===== config.mk =====
export PLATFORM = sky130hd
export DESIGN_NAME = phase_track_ctrl
export DESIGN_NICKNAME = d
export VERILOG_FILES = /design/src/rtl/ptc_pkg.sv /design/src/rtl/ptc_step.sv /design/src/rtl/ptc_gain.sv /design/src/rtl/ptc_therm.sv /design/src/rtl/phase_track_ctrl.sv
export SDC_FILE = /design/constraint.sdc
export NUM_CORES = 1
export LEC_CHECK = 0
export ABC_AREA = 1
export BUFFER_PORTS_ARGS = -buffer_cell sky130_fd_sc_hd__clkbuf_2
export CAP_MARGIN = 20
export CORE_ASPECT_RATIO = 1.1
export CORE_MARGIN = 2
export CORE_UTILIZATION = 24
export DETAILED_ROUTE_END_ITERATION = 12
export SYNTH_ARGS = -nofsm -noshare
export SYNTH_HDL_FRONTEND = slang
export SYNTH_SLANG_ARGS = --single-unit

===== constraint.sdc =====
create_clock -name clk -period 5.2 [get_ports clk]
set_clock_uncertainty 0.05 [all_clocks]
set_input_delay 1.04 -clock clk [delete_from_list [all_inputs] [get_ports clk]]
set_output_delay 1.04 -clock clk [all_outputs]
set_load 0.1 [all_outputs]

===== src/rtl/ptc_pkg.sv =====
package ptc_pkg;
    typedef enum logic [1:0] {
        ST_IDLE  = 2'd0,
        ST_PRIME = 2'd1,
        ST_TRACK = 2'd2
    } trk_state_t;
endpackage


===== src/rtl/ptc_step.sv =====
module ptc_step #(
    parameter int WORD_W = 6
) (
    input  logic [WORD_W-1:0] cur_word,
    input  logic [WORD_W-1:0] step,
    input  logic              go_up,
    output logic [WORD_W-1:0] nxt_word
);
    localparam logic [WORD_W-1:0] WORD_MAX = {WORD_W{1'b1}};

    logic [WORD_W:0] sum_w;

    always_comb begin
        sum_w = {1'b0, cur_word} + {1'b0, step};
        if (go_up) begin
            nxt_word = sum_w[WORD_W] ? WORD_MAX : sum_w[WORD_W-1:0];
        end else begin
            nxt_word = (step > cur_word) ? '0 : (cur_word - step);
        end
    end
endmodule


===== src/rtl/ptc_gain.sv =====
module ptc_gain #(
    parameter int GAIN_W = 6
) (
    input  logic [GAIN_W-1:0] cur_gain,
    output logic [GAIN_W-1:0] nxt_gain
);
    always_comb begin
        if (cur_gain[GAIN_W-1]) begin
            nxt_gain = cur_gain;
        end else begin
            nxt_gain = {cur_gain[GAIN_W-2:0], 1'b0};
        end
    end
endmodule


===== src/rtl/ptc_therm.sv =====
module ptc_therm #(
    parameter int WORD_W = 6,
    localparam int TH_W = (1 << WORD_W) - 1
) (
    input  logic [WORD_W-1:0] word,
    output logic [TH_W-1:0]   therm
);
    for (genvar i = 0; i < TH_W; i++) begin : g_bit
        localparam logic [WORD_W-1:0] IDX = WORD_W'(i);
        assign therm[i] = (word > IDX);
    end


    always_comb begin
        therm_count_chk: assert ($countones(therm) == int'(word))
            else $error("thermometer population differs from word");
    end
endmodule


===== src/rtl/phase_track_ctrl.sv =====
module phase_track_ctrl #(
    parameter int WORD_W = 6,
    parameter int GAIN_W = WORD_W,
    localparam int TH_W = (1 << WORD_W) - 1
) (
    input  logic              clk,
    input  logic              rst_n,
    input  logic              trk_en,
    input  logic              pd_late,
    input  logic [WORD_W-1:0] init_word,
    input  logic [GAIN_W-1:0] init_gain,
    output logic [WORD_W-1:0] fine_word,
    output logic [TH_W-1:0]   fine_therm
);
    import ptc_pkg::*;

    trk_state_t        state_q, state_d;
    logic [WORD_W-1:0] word_q, word_d, sv_word_q, sv_word_d;
    logic [GAIN_W-1:0] gain_q, gain_d, sv_gain_q, sv_gain_d;
    logic              prev_q, prev_d;
    logic [WORD_W-1:0] stepped_word;
    logic [GAIN_W-1:0] grown_gain;
    logic              flip;

    ptc_step #(.WORD_W(WORD_W)) u_step (
        .cur_word (word_q),
        .step     (WORD_W'(gain_q)),
        .go_up    (pd_late),
        .nxt_word (stepped_word)
    );

    ptc_gain #(.GAIN_W(GAIN_W)) u_gain (
        .cur_gain (gain_q),
        .nxt_gain (grown_gain)
    );

    ptc_therm #(.WORD_W(WORD_W)) u_therm (
        .word  (word_q),
        .therm (fine_therm)
    );

    assign flip = (state_q == ST_TRACK) && (pd_late != prev_q);

    // state register
    always_ff @(posedge clk or negedge rst_n) begin
        if (!rst_n) begin
            state_q <= ST_IDLE;
        end else begin
            state_q <= state_d;
        end
    end

    // next state and datapath updates
    always_comb begin
        state_d   = state_q;
        word_d    = word_q;
        gain_d    = gain_q;
        prev_d    = prev_q;
        sv_word_d = sv_word_q;
        sv_gain_d = sv_gain_q;
        if (!trk_en) begin
            state_d = ST_IDLE;
        end else begin
            unique case (state_q)
                ST_IDLE: begin
                    sv_word_d = init_word;
                    sv_gain_d = init_gain;
                    word_d    = init_word;
                    gain_d    = init_gain;
                    state_d   = ST_PRIME;
                end
                ST_PRIME: begin
                    word_d  = stepped_word;
                    gain_d  = grown_gain;
                    prev_d  = pd_late;
                    state_d = ST_TRACK;
                end
                ST_TRACK: begin
                    prev_d = pd_late;
                    if (flip) begin
                        word_d = sv_word_q;
                        gain_d = sv_gain_q;
                    end else begin
                        word_d = stepped_word;
                        gain_d = grown_gain;
                    end
                end
                default: state_d = ST_IDLE;
            endcase
        end
    end

    always_ff @(posedge clk or negedge rst_n) begin
        if (!rst_n) begin
            word_q    <= '0;
            gain_q    <= '0;
            prev_q    <= 1'b0;
            sv_word_q <= '0;
            sv_gain_q <= '0;
        end else begin
            word_q    <= word_d;
            gain_q    <= gain_d;
            prev_q    <= prev_d;
            sv_word_q <= sv_word_d;
            sv_gain_q <= sv_gain_d;
        end
    end

    assign fine_word = word_q;


    hold_when_off_chk: assert property (@(posedge clk) disable iff (!rst_n)
        !trk_en |=> $stable(fine_word));


    up_step_chk: assert property (@(posedge clk) disable iff (!rst_n)
        (trk_en && state_q != ST_IDLE && !flip && pd_late) |=> fine_word >= $past(fine_word));


    down_step_chk: assert property (@(posedge clk) disable iff (!rst_n)
        (trk_en && state_q != ST_IDLE && !flip && !pd_late) |=> fine_word <= $past(fine_word));


    flip_reload_chk: assert property (@(posedge clk) disable iff (!rst_n)
        (trk_en && flip) |=> (fine_word == sv_word_q) && (gain_q == sv_gain_q));


    gain_sat_chk: assert property (@(posedge clk) disable iff (!rst_n)
        (trk_en && state_q != ST_IDLE && !flip && gain_q[GAIN_W-1]) |=> $stable(gain_q));


    arm_load_chk: assert property (@(posedge clk) disable iff (!rst_n)
        (trk_en && state_q == ST_IDLE) |=> (fine_word == $past(init_word)) && (state_q == ST_PRIME));
endmodule


==> metrics.md <==
| Metric | Value |
|---|---|
| Outcome | `finished, final reports clean` |
| Tmin final | `3470 ps` |
| CTS tree | `yes` |
| Final Cell Area | `3190 µm²` |
| Arr. time, crit path | `2380 ps` |
| CP endpoint kind | `output pin` |
| Share of the synthesized area in the top cell type | `26.1%` |
| Die footprint | `11,600 µm²` |
| Vias in the first global route | `2,727` |
| GRT Overall Usage | `14.4%` |
| Cell Chain, Critical Path | `nor2_1 -> inv_1 -> o21ai_0 -> inv_1 -> clkbuf_2` |
| CP max FO | `14` |
| Root buffer cell | `clkbuf_16` |
| Worst setup path start | `fine_word[1]$_DFFE_PN0P_` |
| DR DRC count | `0` |
| Placed cell areas | `3110 µm²` |
| Drt first pass iters | `5` |
| Remaining Overflow, GRT | `0` |
| Ant. Diodes | `0` |
| Top-count cell post-synth | `nand2_1` |
| Fin nets | `489` |
| Share of cells above drive strength 1 | `25.4%` |
| Vias | `2,853` |
| RSZ-0062 raised after global routing | `false` |
| Ys flop type | `dfrtp_1` |
| Most Frequent Cell on Critical Path | `inv_1` |
| Worst R2R Start | `gain_q[5]$_DFFE_PN0P_` |
| Post-synthesis mux area share | `5.22%` |
| Largest family of logic cells by synthesized area | `simple AND/OR/NAND/NOR gates` |
| Slew Limit Fails | `0` |
| Site row count | `39` |
| WL/cell | `14.1 µm` |
| Clk buf depth | `2` |
| Post-synth design cell area | `2590 µm²` |
| CP Launch Type | `register` |
| Hold WC Path Type | `reg -> reg` |
| GPL Wtd Cong | `0.949` |
| CP peak stage delay | `780 ps` |
| Yosys warns | `0` |
| Core area | `10,400 µm²` |
| Routed Antenna Nets | `0` |
| Xor and xnor area share after synthesis | `1.98%` |
| CP Class | `reg -> out` |
| Synth async-reset ratio | `100%` |
| Buf/Inv on CP | `3` |
| Post-synthesis compound-gate area fraction | `18.3%` |
| Vias per inst | `4.79` |
| Yosys reg bits | `27` |
| Setup TNS | `0 ps` |
| Largest net degree at the start of global routing | `28` |
| Worst-path clk slew | `70 ps` |
| Delay-heaviest family, CP | `simple AND/OR/NAND/NOR gates` |
| # port buffers | `84` |
| Die Y | `113 µm` |
| Final period utilization | `66.8%` |
| # setup viols final | `0` |
| Average cell area after synthesis | `6.78 µm²` |
| Post-synthesis cell type count | `32` |
| Clk sinks | `27` |
| Top cell type by total area after synthesis | `dfrtp_1` |
| First-pass GRT wire length | `13.6 mm` |
| Post-CTS sizing | `0` |
| Critical Path RT | `4110 ps` |
| CP max stage cell | `nor2_1` |
| DRT iter0 DRCs | `268` |
| I/O pin cnt | `85` |
| Post-CTS Setup Bufs | `0` |
| Synth top area cells | `dfrtp_1 (26%), nand2_1 (15%), ha_1 (8.2%)` |
| Top cells by count, synth | `nand2_1 (104), inv_1 (50), nor2_1 (30)` |
| Area grow syn2layout | `23.3%` |
| Adder-cell share of the synthesized area | `9.76%` |
| Worst skew pair latency | `260 ps` |
| Min-delay src | `sv_gain_q[0]$_DFFE_PN0P_` |
| DP Wirelength | `6.60 mm` |
| Initial Utilization | `24.8%` |
| Htree depth | `1` |
| Syn Nets | `417` |
| Die W | `103 µm` |
| Fmax | `288 MHz` |
| Hold Vio Cnt, Final | `0` |
| Max Cap Viol | `0` |
| Mapped Cells | `382` |
| Initial antenna violation count | `0` |
| Routed wire length | `8.39 mm` |
| Post-Synth Simple-Gate Area | `27.4%` |
| Worst-Margin Slew | `890 ps` |
| EDFF count, synth | `0` |
| Post-synthesis sequential area ratio | `26.1%` |
| Number of buffers created by CTS | `3` |
| Rel. slew slack | `40.5%` |
| Hold_buf cts | `0` |
sequential cells by signal (all words and copies together), names as in the netlist:
register	cells
fine_word	6
gain_q	6
prev_q	1
state_q	2
sv_gain_q	6
sv_word_q	6
worst paths after layout:
path	end	cells after the start	slack (ps)
hold reg to reg	sv_gain_q[0]$_DFFE_PN0P_	1	460
setup / recovery	fine_therm[24]	5	1730
min in group asynchronous	sv_gain_q[0]$_DFFE_PN0P_	1	770
hold / removal	sv_gain_q[0]$_DFFE_PN0P_	1	460
max in group asynchronous	fine_word[3]$_DFFE_PN0P_	1	3860
setup reg to reg	fine_word[5]$_DFFE_PN0P_	11	2900
through the flow:
step                hold slack, ps  util, %  setup slack, ps  cells
global route                   482     30.6             1600    596
floorplan                      430        -              106    382
global placement               441     29.8             2020    592
CTS                            458     30.6             1770    596
detailed placement             443     29.8             2050    592
finish                         458     30.6             1730    596
layout by cell type, fill, tap and decap left out, types with 13 or more instances in the layout:
master	count
nand3_1	20
clkbuf_2	84
nand2_1	104
nor2_1	28
dfrtp_1	27
a21oi_1	25
o21ai_0	28
o211ai_1	13
inv_1	50
ha_1	17
per-layer routing:
layer / share of wire, % / wire (µm) / GRT usage (%)
met3: 2.5 / 213 / 0.865
met2: 51 / 4260 / 25.5
met5: 0 / 0 / 0
met4: 2.6 / 219 / 4.39
met1: 44 / 3700 / 18.6
cells by family (layout without fill, tap and decap cells):
family | Yosys count | count (layout)
AOI/OAI and AO/OA | 81 | 81
xor gates and xnor gates | 5 | 5
adders and majority gates | 19 | 19
buffers and inverters | 70 | 141
DFF | 27 | 27
muxes | 12 | 12
and+or+nand+nor | 168 | 168
area by class of cell:
| type | instances | area (µm²) |
|---|---|---|
| multi-input combinational | 285 | 1630 |
| sequential | 27 | 676 |
| timing repair buffer | 85 | 428 |
| fill | 1188 | 7250 |
| clock buffer | 3 | 75.1 |
| tap | 143 | 179 |
| clock inverter | 1 | 5.00 |
| inverter | 52 | 195 |
Power is not shown: default switching activity piles up to over one toggle a cycle in this logic, so the estimate is an artifact.
